===== src/rtl/sem_pkg.sv =====
// Shared types for the semaphore bank.
package sem_pkg;
    // Holder of one flag.
    typedef enum logic [1:0] {
        SEM_FREE  = 2'd0,
        SEM_LEFT  = 2'd1,
        SEM_RIGHT = 2'd2
    } sem_owner_e;
endpackage


===== src/rtl/sem_cell.sv =====
// One token flag: holder plus a waiting request from each side.
// Assumes each side issues at most one of req/rel per cycle.
// Left wins a tie on a free flag.
module sem_cell
    import sem_pkg::*;
(
    input  logic clk,
    input  logic rst_n,
    input  logic l_req,
    input  logic l_rel,
    input  logic r_req,
    input  logic r_rel,
    output logic own_l,
    output logic own_r,
    output logic pend_l,
    output logic pend_r
);
    sem_owner_e owner_q, owner_d, holder;
    logic       l_pend_q, r_pend_q, l_pend_d, r_pend_d;
    logic       l_want, r_want;

    // Next state: apply releases, then grant free flag left first.
    always_comb begin
        l_want = (l_pend_q | l_req) & ~l_rel;
        r_want = (r_pend_q | r_req) & ~r_rel;
        holder = owner_q;
        if (owner_q == SEM_LEFT && l_rel)
            holder = SEM_FREE;
        if (owner_q == SEM_RIGHT && r_rel)
            holder = SEM_FREE;
        owner_d = holder;
        if (holder == SEM_FREE) begin
            if (l_want)
                owner_d = SEM_LEFT;
            else if (r_want)
                owner_d = SEM_RIGHT;
        end
        l_pend_d = l_want && (owner_d != SEM_LEFT);
        r_pend_d = r_want && (owner_d != SEM_RIGHT);
    end

    // State register with synchronous reset to free.
    always_ff @(posedge clk) begin
        if (!rst_n) begin
            owner_q  <= SEM_FREE;
            l_pend_q <= 1'b0;
            r_pend_q <= 1'b0;
        end else begin
            owner_q  <= owner_d;
            l_pend_q <= l_pend_d;
            r_pend_q <= r_pend_d;
        end
    end

    assign own_l  = (owner_q == SEM_LEFT);
    assign own_r  = (owner_q == SEM_RIGHT);
    assign pend_l = l_pend_q;
    assign pend_r = r_pend_q;
endmodule


===== src/rtl/sem_port_if.sv =====
// Per-side access decode.
// Turns the side's strobes into one-hot request/release vectors.
// Drives read data from the side's view of the addressed flag.
// Assumes NUM_SEM fits in ADDR_W bits.
module sem_port_if #(
    parameter int NUM_SEM = 8,
    parameter int ADDR_W  = 3,
    parameter int DATA_W  = 16
) (
    input  logic               ce_n,
    input  logic               sel_n,
    input  logic               wr_n,
    input  logic [ADDR_W-1:0]  addr,
    input  logic [DATA_W-1:0]  wdata,
    input  logic [NUM_SEM-1:0] held,
    output logic [NUM_SEM-1:0] req,
    output logic [NUM_SEM-1:0] rel,
    output logic [DATA_W-1:0]  rdata
);
    logic acc, do_wr, do_rd;

    // Flag access needs the memory enable off and the flag select on.
    always_comb begin
        acc   = ce_n && !sel_n;
        do_wr = acc && !wr_n;
        do_rd = acc && wr_n;
    end

    // One strobe per flag from address and data bit 0.
    for (genvar i = 0; i < NUM_SEM; i++) begin : g_dec
        assign req[i] = do_wr && (addr == ADDR_W'(i)) && !wdata[0];
        assign rel[i] = do_wr && (addr == ADDR_W'(i)) &&  wdata[0];
    end

    // Read view: zeros when this side holds the flag.
    always_comb begin
        rdata = '1;
        if (do_rd && held[addr])
            rdata = '0;
    end
endmodule


===== src/rtl/sem_bank.sv =====
// Bank of NUM_SEM token flags shared by a left and a right side.
// Assumes both sides run on one clock.
module sem_bank #(
    parameter int NUM_SEM = 8,
    parameter int DATA_W  = 16,
    localparam int ADDR_W = $clog2(NUM_SEM)
) (
    input  logic              clk,
    input  logic              rst_n,
    input  logic              l_ce_n,
    input  logic              l_sel_n,
    input  logic              l_wr_n,
    input  logic [ADDR_W-1:0] l_addr,
    input  logic [DATA_W-1:0] l_wdata,
    output logic [DATA_W-1:0] l_rdata,
    input  logic              r_ce_n,
    input  logic              r_sel_n,
    input  logic              r_wr_n,
    input  logic [ADDR_W-1:0] r_addr,
    input  logic [DATA_W-1:0] r_wdata,
    output logic [DATA_W-1:0] r_rdata
);
    logic [NUM_SEM-1:0] l_req, l_rel, r_req, r_rel;
    logic [NUM_SEM-1:0] own_l, own_r, pend_l, pend_r;

    sem_port_if #(.NUM_SEM(NUM_SEM), .ADDR_W(ADDR_W), .DATA_W(DATA_W)) u_lport (
        .ce_n(l_ce_n), .sel_n(l_sel_n), .wr_n(l_wr_n), .addr(l_addr),
        .wdata(l_wdata), .held(own_l), .req(l_req), .rel(l_rel), .rdata(l_rdata)
    );

    sem_port_if #(.NUM_SEM(NUM_SEM), .ADDR_W(ADDR_W), .DATA_W(DATA_W)) u_rport (
        .ce_n(r_ce_n), .sel_n(r_sel_n), .wr_n(r_wr_n), .addr(r_addr),
        .wdata(r_wdata), .held(own_r), .req(r_req), .rel(r_rel), .rdata(r_rdata)
    );

    // One cell per flag.
    for (genvar i = 0; i < NUM_SEM; i++) begin : g_cell
        sem_cell u_cell (
            .clk(clk), .rst_n(rst_n),
            .l_req(l_req[i]), .l_rel(l_rel[i]),
            .r_req(r_req[i]), .r_rel(r_rel[i]),
            .own_l(own_l[i]), .own_r(own_r[i]),
            .pend_l(pend_l[i]), .pend_r(pend_r[i])
        );
    end
endmodule


===== config.mk =====
export PLATFORM = sky130hd
export DESIGN_NAME = sem_bank
export DESIGN_NICKNAME = d
export VERILOG_FILES = /design/src/rtl/sem_pkg.sv /design/src/rtl/sem_cell.sv /design/src/rtl/sem_port_if.sv /design/src/rtl/sem_bank.sv
export SDC_FILE = /design/constraint.sdc
export NUM_CORES = 1
export LEC_CHECK = 0
export ABC_AREA = 1
export BUFFER_PORTS_ARGS = -buffer_cell sky130_fd_sc_hd__buf_2
export CAP_MARGIN = 30
export CORE_AREA = 2 2 67 69
export CTS_CLUSTER_DIAMETER = 40
export DETAILED_ROUTE_END_ITERATION = 6
export DIE_AREA = 0 0 69 71
export HOLD_SLACK_MARGIN = 0.05
export PLACE_DENSITY = 0.93
export SLEW_MARGIN = 20
export SYNTH_ARGS = -nofsm -noshare
export SYNTH_HDL_FRONTEND = slang
export SYNTH_SLANG_ARGS = --single-unit
export TNS_END_PERCENT = 100

===== constraint.sdc =====
create_clock -name clk -period 3.7 [get_ports clk]
set_clock_uncertainty 0.15 [all_clocks]
set_input_delay 0.74 -clock clk [delete_from_list [all_inputs] [get_ports clk]]
set_output_delay 0.74 -clock clk [all_outputs]
set_load 0.1 [all_outputs]

# After elaboration in Yosys (flattened, before gate mapping)
# Cells that the tools add are included.
# totals
register_bits	32
out_inout_bits	32
elab_cells	270
# op_classes
n_lt_le_gt_ge	2
n_eq_ne	46
mux	46
bitwise_logic	48
n_reduce_logical	104
# ops
operator	n
logical AND 1 bit	88
two-way mux 2 bit	40
two-way mux 16 bit	2
equality test 3 bit (second input constant)	8
AND 1 bit	16
equality test 2 x 1 -> 1 bit (second input constant)	8
equality test 2 bit (second input constant)	8
logical NOT 2 bit	8
!= test 2 x 1 -> 1 bit (second input constant)	8
!= test 2 bit (second input constant)	8
NOT 1 bit	16
OR 1 bit	16
equality test 3 x 2 -> 1 bit (second input constant)	4
less-than comparator 3 x 4 -> 1 bit (second input constant)	2
binary-select mux 1 bit (select 3 bit)	2
equality test 3 x 1 -> 1 bit (second input constant)	2
logical NOT 1 bit	6
logical NOT 3 bit	2
two-way mux 1 bit	2

# Logic depth before layout (Yosys ltp)
# logic_depth
ltp_word	13
depth_mapped	10

# Hierarchy
# Synthesis repeated with hierarchy kept, for this count alone.
# hier_totals
cells_unflattened	364
area_unflattened_um2	2437.3
# modules_own_cells
module	instances	cells_each	area_each_um2	seq_area_each_um2
sem_cell	8	27	203.9	80.1
sem_port_if	2	74	402.9	0.0

# Least setup slack after synthesis
# Ideal clock, no wire load.
# synth_timing
path_kind	input-to-output
from	input l_addr[0]
to	output l_rdata[10]
arrival_time_ps	2743
setup_slack_ps	67
stages	7
path_cell_list	inv_1 > nor2_2 > o21ai_0 > nand3_1 > o21ai_0 > nand3_1 > buf_4
# synth_between
elab_chain_cells	4
# synth_lines
element	line_no	rtl
start: declaration	sem_bank.sv:13	input logic [ADDR_W-1:0] l_addr,
binary-select mux 1 bit (select 3 bit)	sem_port_if.sv:38	if (do_rd && held[addr])
two-way mux 1 bit (implied by the code)	sem_port_if.sv:38	
logical AND 1 bit	sem_port_if.sv:38	
two-way mux 16 bit	sem_port_if.sv:38	
end: declaration	sem_bank.sv:15	output logic [DATA_W-1:0] l_rdata,
# Every way passes these cells. The select of a mux whose other input is x is not followed.

# Worst setup path after layout
# layout_timing
from	input l_addr[1]
to	output l_rdata[11]
# Same word-level chain as after synthesis.

==> out/qor.log <==
[worst_hold_path] depth of the worst hold-timing path 2
[cells_and_area] final-stage net count 413
[cells_and_area] leading cell type in the layout, fill and taps excluded sky130_fd_sc_hd__nand2_1
[power] internal power 0.0005404 W
[sta] accumulated negative setup slack 0 ps
[setup_path] data arrival time of the critical path 2280 ps
[setup_path] number of cell instances on the worst register-to-register path 7
[synth] register area share after synthesis 29.07%
[clocking] number of buffers on the longest clock path 2
[clocking] CTS tree built
[sta] final slew viol count 0
[setup_path] class of the most critical setup path in2out
[routing] drt initial violations 130
[grt] number of global-route vias before repair 1946
[clocking] clock insertion delay at the later pin of the skew report 290 ps
[cells_and_area] fraction of final layout cells sized beyond drive strength 1 28.61%
[synth] post-synth cell types 21
[clocking] clock edge transition at the registers on the reported setup and hold paths 60 ps
[setup_path] highest net fanout along the worst path 16
[sta] number of failing setup endpoints in the final timing report 0
[power] power density of the placed cells 343.4 nW/µm²
[clocking] sink count of the clock tree 32
[power] net switching share of the total power 32.96%
[setup_path] CP Capture Type primary output
[floorplan] number of top-level design ports 78
[grt] GRT Util Overall 21.33%
[sta] unrepaired setup endpoints after global routing false
[sta] Worst Tran Pin Value 793.6 ps
[routing] wire length per cell 12.05 µm
[floorplan] vertical die dimension 71 µm
[floorplan] Total Die Area 4899 µm²
[clocking] post-CTS setup buffers 0
[worst_hold_path] type of the tightest min-delay check reg2reg
[grt] maximum number of pins on one net before global-route repair 25
[synth] synthesized netlist cell count 349
[power] leakage power of the design 0.9592 nW
[sta] Max Clock Freq 0.3151 GHz
[sta] endpoints failing hold 0
[placement] half-perimeter wire length after placement 3773 µm
[cells_and_area] area growth from synthesis to layout 6.530%
[power] sequential share of power 43.3%
[power] post-layout total power 0.0008061 W
[synth] number of warnings printed during yosys synthesis 0
[routing] count of TritonRoute iterations in the first routing pass 5
[power] switching power summed over all nets 0.0002657 W
[cells_and_area] commonest non-fill, non-tap cells in the layout sky130_fd_sc_hd__nand2_1 (93), sky130_fd_sc_hd__buf_2 (47), sky130_fd_sc_hd__nand3_1 (33), sky130_fd_sc_hd__dfxtp_1 (32), sky130_fd_sc_hd__inv_1 (28)
[routing] via-per-instance ratio 5.341
[setup_path] reg2reg end g_cell[7].u_cell.owner_q[0]$_SDFF_PN0_
[clocking] number of CTS-inserted buffers 5
[clocking] maximum level of the CTS H-tree 2
[sta] Min Clock Period, post-route 3174 ps
[synth] Post-Synthesis Mean Instance Area 6.313 µm²
[routing] final wirelength 5047 µm
[setup_path] Critical Path Source Type input pin
[synth] post-synthesis net count 395
[power] share of total power in combinational logic 21.0%
[sta] Final period util 85.79%
[setup_path] slowest cell on the critical path sky130_fd_sc_hd__buf_2
[routing] vias after detailed routing 2238
[floorplan] horizontal die dimension 69 µm
[status] run status completed
[setup_path] Critical R2R Launch g_cell[7].u_cell.owner_q[0]$_SDFF_PN0_
[synth] summed instance area of the synthesized netlist 2203 µm²
[power] worst ir drop on vdd 182.3 µV
[cells_and_area] antenna diode instance count 0
[grt] first-pass GRT wire length 8362 µm
[setup_path] worst-case register-to-register setup slack 2550 ps
[synth] number of storage elements in the synthesis netlist 32
[setup_path] Crit path largest cell delay 500 ps
[floorplan] total number of placement rows 24
[setup_path] CP cell instances buf_2, inv_1, nor2_2, o21ai_0, nand3_1, o21ai_0, nand3_1, buf_2
[grt] initial antenna violation count 0
[placement] buffers added on ports 47
[cells_and_area] number of fill cells 429
[routing] number of antenna-violating nets in the routed design 0
[sta] worst slew slack as a fraction of its limit 47.03%
[clocking] CTS root buf sky130_fd_sc_hd__clkbuf_8
[floorplan] core region area 4204 µm²
[worst_hold_path] startpoint of the most critical hold path g_cell[4].u_cell.owner_q[1]$_SDFF_PN0_
[grt] aggregate global routing overflow 0
[routing] remaining design rule violation count 0
[worst_hold_path] WHS Endpoint g_cell[4].u_cell.pend_l$_SDFF_PN0_
[power] Clock power frac 35.7%
[clocking] total of cells resized after clock tree synthesis 0
[clocking] cts hold-fix bufs 0
[run] Max Cap Viol 0
[floorplan] Initial Utilization 52.41%
[placement] RePlAce Congestion 0.8873
[setup_path] Crit path required time 2810 ps
==> kinds of logic (layout without fill, tap and decap cells) <==
kind of cell    after synthesis  count (layout)  synth area share [%]
flops                        32              32                 29.07
compound gates               54              54                 13.97
buf+inv                      79              97                 18.80
simple gates                184             184                 38.16
==> state kept, by name (all words and copies together) (netlist names) <==
| signal | cells |
|---|---|
| g_cell.u_cell.owner_q | 16 |
| g_cell.u_cell.pend_l | 8 |
| g_cell.u_cell.pend_r | 8 |
==> cells in the mapped netlist <==
| cell type | count | area share (%) |
|---|---|---|
| sky130_fd_sc_hd__dfxtp_1 | 32 | 29 |
| sky130_fd_sc_hd__nor3_1 | 8 | 1.8 |
| sky130_fd_sc_hd__inv_1 | 28 | 4.8 |
| sky130_fd_sc_hd__nand2_1 | 93 | 16 |
| sky130_fd_sc_hd__o21ai_0 | 24 | 5.5 |
| sky130_fd_sc_hd__a21oi_1 | 10 | 2.3 |
| sky130_fd_sc_hd__nand3_4 | 1 | 0.80 |
| sky130_fd_sc_hd__inv_2 | 15 | 2.6 |
| sky130_fd_sc_hd__nand4_1 | 4 | 1.1 |
| sky130_fd_sc_hd__nand3_2 | 2 | 0.91 |
| sky130_fd_sc_hd__buf_1 | 1 | 0.17 |
| sky130_fd_sc_hd__o21ai_1 | 10 | 2.3 |
| sky130_fd_sc_hd__buf_4 | 30 | 10 |
| sky130_fd_sc_hd__clkbuf_1 | 1 | 0.17 |
| sky130_fd_sc_hd__nor2_2 | 14 | 4.0 |
| sky130_fd_sc_hd__nand3_1 | 33 | 7.5 |
| sky130_fd_sc_hd__nand2_2 | 8 | 2.3 |
| sky130_fd_sc_hd__a21oi_2 | 10 | 4.0 |
| sky130_fd_sc_hd__buf_2 | 4 | 0.91 |
| sky130_fd_sc_hd__nor2_1 | 20 | 3.4 |
| sky130_fd_sc_hd__nand2_4 | 1 | 0.51 |
==> per-layer routing <==
metal  share of wire (%)  routed length, µm  GRT usage [%]  up-vias
li1                    -                  -              -     1122
met1                  42               2108          26.06      991
met2                  46               2311          34.94      114
met3                  10                507          5.556       11
met4                 2.4                120          10.68        0
met5                   0                  0              0        -
==> final cells by class <==
cell class                 instances  area (µm²)  area share (%)
clock buffer                       7       96.34           4.104
inverter                          43       161.4           6.876
multi-input combinational        238        1149           48.93
sequential                        32       640.6           27.29
tap                               52       65.06           2.772
timing repair buffer              47       235.2           10.02
==> power groups by stage <==
stage	clock network (W)	logic, W	registers [W]
6_report	0.000288	0.000169	0.000349
5_1_grt	0.000316	0.000178	0.000349
4_1_cts	0.000297	0.000168	0.000349
3_5_place_dp	0	0.000168	0.000357
3_3_place_gp	0	0.000166	0.000357
2_1_floorplan	0	0.000145	0.000356
==> critical path, delay by kind of cell <==
| family | cells | cell delay [ps] |
|---|---|---|
| compound gates | 2 | 230 |
| simple gates | 3 | 580 |
| buf+inv | 3 | 720 |
==> through the flow <==
stage,util (%),hold WS (ps),instances,cell area (µm²),setup WS [ps]
2_1_floorplan,-,325.0,349,2203,67.00
3_3_place_gp,53.54,350.2,412,2251,582.2
3_5_place_dp,53.54,354.4,412,2251,542.9
4_1_cts,55.83,365.2,419,2347,541.3
5_1_grt,55.83,384.8,419,2347,333.2
6_report,55.83,365.9,419,2347,525.9
==> how the worst max path moves through the flow <==
stage	start	to	depth (start not counted)
final	l_addr[1]	l_rdata[11]	8
after global routing	l_addr[1]	l_rdata[11]	8
after detailed placement	l_addr[1]	l_rdata[0]	8
after CTS	l_addr[1]	l_rdata[0]	8
after floorplan	l_addr[0]	l_rdata[10]	7
after global placement	l_addr[1]	l_rdata[0]	8
No activity file was read; power rests on OpenSTA's default activity.
